## config.mk

```make
export PLATFORM = sky130hd
export DESIGN_NAME = osc_wake_divider
export DESIGN_NICKNAME = d
export VERILOG_FILES = /design/src/rtl/osc_wake_divider.sv
export SDC_FILE = /design/constraint.sdc
export NUM_CORES = 1
export LEC_CHECK = 0
export BUFFER_PORTS_ARGS = -buffer_cell sky130_fd_sc_hd__buf_2
export CAP_MARGIN = 40
export CORE_MARGIN = 3
export CORE_UTILIZATION = 50
export DETAILED_ROUTE_END_ITERATION = 10
export GPL_ROUTABILITY_DRIVEN = 0
export PLACE_DENSITY_LB_ADDON = 0.2
export SYNTH_ARGS = -nofsm -noshare
export SYNTH_HDL_FRONTEND = slang
export SYNTH_SLANG_ARGS = --single-unit
```

## constraint.sdc

```tcl
create_clock -name osc_clk -period 4.2 [get_ports osc_clk]
set_input_delay 0.21 -clock osc_clk [delete_from_list [all_inputs] [get_ports osc_clk]]
set_output_delay 0.21 -clock osc_clk [all_outputs]
set_load 0.02 [all_outputs]
```

## src/rtl/osc_wake_divider.sv

```systemverilog
module osc_wake_divider #(
  parameter int XTAL_BASE_CYC  = 1024,
  parameter int XTAL_EXTRA_CYC = 640,
  parameter int RC_CYC         = 1843,
  parameter int FAST_CYC       = 32,
  parameter int DIV_W          = 8
) (
  input  logic             osc_clk,
  input  logic             rst_n,
  input  logic             wake_req,
  input  logic [2:0]       src_sel,
  input  logic             div_we,
  input  logic [DIV_W-1:0] div_wdata,
  input  logic             lp_we,
  input  logic             lp_wdata,
  output logic             cclk_en,
  output logic             pclk_en,
  output logic             ready,
  output logic             lp_mode
);

  localparam int XTAL_CYC = XTAL_BASE_CYC + XTAL_EXTRA_CYC;
  localparam int MAX_A    = (XTAL_CYC > RC_CYC) ? XTAL_CYC : RC_CYC;
  localparam int MAX_D    = (MAX_A > FAST_CYC) ? MAX_A : FAST_CYC;
  localparam int CW       = $clog2(MAX_D + 1);

  function automatic logic [CW-1:0] last_count(input logic [2:0] s);
    case (s)
      3'd0, 3'd1, 3'd2: last_count = CW'(XTAL_CYC - 1);
      3'd3:             last_count = CW'(RC_CYC - 1);
      default:          last_count = CW'(FAST_CYC - 1);
    endcase
  endfunction

  logic          armed;
  logic [2:0]    src_q;
  logic [CW-1:0] cnt;
  logic          ready_q;

  wire start = !armed || (ready_q && wake_req) || (!ready_q && (src_sel != src_q));

  always_ff @(posedge osc_clk or negedge rst_n) begin
    if (!rst_n) begin
      armed   <= 1'b0;
      src_q   <= 3'd0;
      cnt     <= '0;
      ready_q <= 1'b0;
    end else begin
      armed <= 1'b1;
      if (start) begin
        src_q   <= src_sel;
        cnt     <= '0;
        ready_q <= 1'b0;
      end else if (!ready_q) begin
        if (cnt == last_count(src_q)) ready_q <= 1'b1;
        else                          cnt     <= cnt + 1'b1;
      end
    end
  end

  logic [DIV_W-1:0] div_pend, div_act;
  logic [DIV_W:0]   dcnt;
  logic             ph;

  wire [DIV_W:0] lim = (div_act == '0) ? '0 : ({div_act, 1'b0} - 1'b1);

  always_ff @(posedge osc_clk or negedge rst_n) begin
    if (!rst_n) begin
      div_pend <= '0;
      div_act  <= '0;
      dcnt     <= '0;
      ph       <= 1'b0;
    end else begin
      if (div_we) div_pend <= div_wdata;
      if (!ready_q) begin
        dcnt    <= '0;
        div_act <= div_pend;
        ph      <= 1'b0;
      end else begin
        if (dcnt == lim) begin
          dcnt    <= '0;
          div_act <= div_pend;
        end else begin
          dcnt <= dcnt + 1'b1;
        end
        if (cclk_en) ph <= ~ph;
      end
    end
  end

  always_ff @(posedge osc_clk or negedge rst_n) begin
    if (!rst_n)     lp_mode <= 1'b0;
    else if (lp_we) lp_mode <= lp_wdata;
  end

  assign ready   = ready_q;
  assign cclk_en = ready_q && (dcnt == '0);
  assign pclk_en = cclk_en && !ph;

  a_r3_enable_needs_ready: assert property (@(posedge osc_clk) disable iff (!rst_n)
    cclk_en |-> ready);

  a_r3_first_pulse_on_ready: assert property (@(posedge osc_clk) disable iff (!rst_n)
    $rose(ready) |-> cclk_en);

  a_r9_pclk_within_cclk: assert property (@(posedge osc_clk) disable iff (!rst_n)
    pclk_en |-> cclk_en);

  a_r4_ready_falls_only_on_wake: assert property (@(posedge osc_clk) disable iff (!rst_n)
    (ready && !wake_req) |=> ready);

  a_r8_no_short_period: assert property (@(posedge osc_clk) disable iff (!rst_n)
    (cclk_en && (div_act != '0)) |=> !cclk_en);

  a_r10_lp_holds: assert property (@(posedge osc_clk) disable iff (!rst_n)
    !lp_we |=> $stable(lp_mode));

endmodule

```

==> results.md <==
- Status: complete, no violations
- Post-Synthesis Cells: 222
- Kind of end point of the critical path: register
- DRT Pass-1 Iters: 4
- CP required: 4.38 ns
- Multi-input combinational cell area: 0.00117 mm^2
- Syn Area/Cell: 10.4 um^2
- Fin. max-slew vios: 0
- M3 GR Usage: 0.0378
- Critical path arrival: 3.51 ns
- Setup Skew: 0.00868 ns
- Post-detailed-route DRC marker count: 0
- Tot GR Track Use: 0.182
- Warnings from Yosys: 0
- Cts repair resizes: 0
- Post-synthesis sequential area ratio: 0.464
- Vias/cell: 5.62
- Largest net degree at the start of global routing: 24
- Lkg Pwr: 1.11 nW
- Critical Path Max Stage Delay: 0.69 ns
- Chip width: 74.1 um
- Worst Tran Pin Value: 0.670 ns
- # H-tree levels: 2
- Clk buf depth: 2
- Slew headroom: 0.552
- Seq cells post-synth: 43
- Startpoint types: register
- Worst skew pair latency: 0.30 ns
- Final WL: 4390 um
- TritonCTS clock tree: done
- Layout cells sized above 1: 0.227
- Vias in the first global route: 1680
- Total Power: 0.000823 W
- Grt ovf: 0
- First-pass GRT wire length: 7710 um
- Slowest CP cell: o41ai_4
- Post-layout min period: 3.34 ns
- Setup violations, final: 0
- Max cap viols: 0
- Mapped cell area: 0.00232 mm^2
- Die Footprint: 0.00549 mm^2
- M2 GR Usage: 0.295
- FFs w/ async S/R, synth: 1.00
- I/O pin cnt: 21
- Main synth FF type: dfrtp_1
- TritonCTS Buffers: 5
- Final HPWL DP: 3280 um
- Detail Route Antenna Nets: 0
- Clock root buffer: clkbuf_8
- Post-synth EDFFs: 0
- P per Cell Area: 317 mW/mm^2
- Number of diodes: 0
- Count of cell types in the netlist: 45
- Initial antenna violation count: 0
- Busiest layer in global routing: met2
- Initial DRC Count: 76
- M1 GR Usage: 0.243
- Synthesized net count: 243
- Via count: 1679
- Buffers on Ports: 20
- Crit share post-route: 0.794
- Worst path cell trace: inv_1 > ha_1 > or4b_4 > or2_1 > or4_1 > a21o_1 > o41ai_4 > mux2_2
- Unrepaired setup endpoints after global routing: false
- Peak supply drop: 254 uV
- CTS Sinks: 43
- Die Height: 74.1 um
- Register area: 0.00108 mm^2
- Hold Path Class: in2reg
- Peak Freq: 300 MHz
- Nets@finish: 267
- Starting Density: 0.526
- Fill count: 392
- Worst-path maximum fanout: 9
- Type of the worst setup path: reg2reg
- Clk slew on worst S/H paths: 0.08 ns
- Area Overhead vs Synth: 12.0%
- Core area: 0.00441 mm^2
- Wirelength per Cell: 14.7 um
- Hold Vio Cnt, Final: 0
- Reg-to-reg setup timing slack: 0.86 ns
- Row Count: 24
- Final TNS setup: 0 ns
where the power goes:
group / switching [W] / total, W / internal [W] / leakage, nW
registers: 0.0000248 / 0.000458 / 0.000433 / 0.553
logic: 0.0000428 / 0.0000894 / 0.0000466 / 0.507
clock network: 0.000141 / 0.000275 / 0.000134 / 0.0474
total: 0.000209 / 0.000823 / 0.000614 / 1.11
layer usage:
metal  routed length, um  share of wire  vias up
met5                   0              0        -
met4                  76          0.017        0
met3                 145          0.033       10
met2                2090           0.48       30
met1                2070           0.47      802
li1                    -              -      837
logic make-up (layout without fill, tap and decap cells):
logic type	Yosys count	count (layout)	share of synthesized area
AOI/OAI and AO/OA	26	26	0.0890
xor gates and xnor gates	25	25	0.0944
adders and majority gates	4	4	0.0216
buffers and inverters	16	41	0.0329
DFF	43	43	0.464
muxes	20	20	0.0987
other	1	1	0.00162
and+or+nand+nor	87	87	0.198
state kept, by name, summed over array words and instances, names as in the netlist:
| signal | flops |
|---|---|
| lp_mode | 1 |
| div_pend | 8 |
| ph | 1 |
| armed | 1 |
| cnt | 11 |
| src_q | 3 |
| dcnt | 9 |
| div_act | 8 |
| ready | 1 |
what timing repair did:
item | 4_1_cts | 5_1_grt
hold buffers | 1 | 0
setup buffers | 0 | 0
endpoints found under the hold margin | 20 | 0
path summary, 6_finish.rpt:
| path | start | endpoint | cells past startpoint |
|---|---|---|---|
| worst max-delay path | div_act[0] | div_act[7] | 8 |
| worst min register to register | div_pend[3] | div_act[3] | 1 |
| min in group asynchronous | rst_n | dcnt[1] | 2 |
| worst min-delay path | div_wdata[0] | div_pend[0] | 2 |
| worst max register to register | div_act[0] | div_act[7] | 8 |
| max in group asynchronous | rst_n | dcnt[8] | 3 |
synthesized netlist by cell type (2+ instances only):
cell type / instances / area share
or3_1: 3 / 0.0081
and3_1: 4 / 0.011
nand4_1: 4 / 0.011
o2111ai_1: 2 / 0.0076
xor2_1: 17 / 0.064
ha_1: 4 / 0.022
nand4b_1: 3 / 0.011
nor4_1: 4 / 0.011
nand2_1: 10 / 0.016
mux2_2: 19 / 0.092
dfrtp_1: 43 / 0.46
inv_1: 8 / 0.013
buf_6: 2 / 0.0097
o21ai_0: 5 / 0.011
o211ai_1: 2 / 0.0065
nor2_1: 29 / 0.047
xnor2_1: 8 / 0.030
nor3_1: 7 / 0.015
nand2b_1: 4 / 0.011
clkbuf_1: 5 / 0.0081
or4_1: 2 / 0.0065
nand3_1: 9 / 0.019
a211oi_1: 2 / 0.0065
a21oi_1: 4 / 0.0086
nor4b_1: 2 / 0.0076
stage by stage:
stage	worst slack [ns]	cell area, um^2	utilization	hold slack, ns	std cells
after floorplan	1.03	2320	-	-0.0856	222
after global placement	0.905	2450	0.554	0.415	287
after detailed placement	0.861	2490	0.564	0.221	290
after CTS	0.838	2600	0.588	0.139	299
after global routing	0.720	2600	0.588	0.135	299
final	0.865	2600	0.588	0.147	299
cells in the final DEF, fill, tap and decap left out, drive strengths merged, types with 2 or more instances in the layout:
cell | Yosys | layout
or4b | 2 | 2
ha | 4 | 4
a211oi | 2 | 2
buf | 3 | 24
and3 | 4 | 4
nand4 | 4 | 4
dfrtp | 43 | 43
nand3 | 9 | 9
inv | 8 | 8
nor2 | 29 | 29
nor4b | 2 | 2
o21ai | 6 | 6
or4 | 2 | 2
mux2 | 20 | 20
or3 | 3 | 3
nor4 | 4 | 4
a21oi | 4 | 4
o2111ai | 2 | 2
nand2 | 10 | 10
nor3 | 7 | 7
xor2 | 17 | 17
nand4b | 3 | 3
nand2b | 4 | 4
o211ai | 2 | 2
xnor2 | 8 | 8
clkbuf | 5 | 6
final cells by class:
cell class              count  share of cell area
inverters                   8              0.0116
repair buffers             25              0.0617
well taps                  52              0.0250
clock inverters             2             0.00626
flip-flops and latches     43               0.414
multi-input cells         163               0.449
clock buffers               6              0.0318
worst max-delay path, delay by kind of cell (launching register included):
family | cells | cell delay [ns]
and+or+nand+nor | 3 | 1.17
AOI/OAI and AO/OA | 2 | 0.88
DFF | 1 | 0.44
muxes | 1 | 0.41
adders and majority gates | 1 | 0.25
buffers and inverters | 1 | 0.08
No activity file was read; power rests on OpenSTA's default activity.
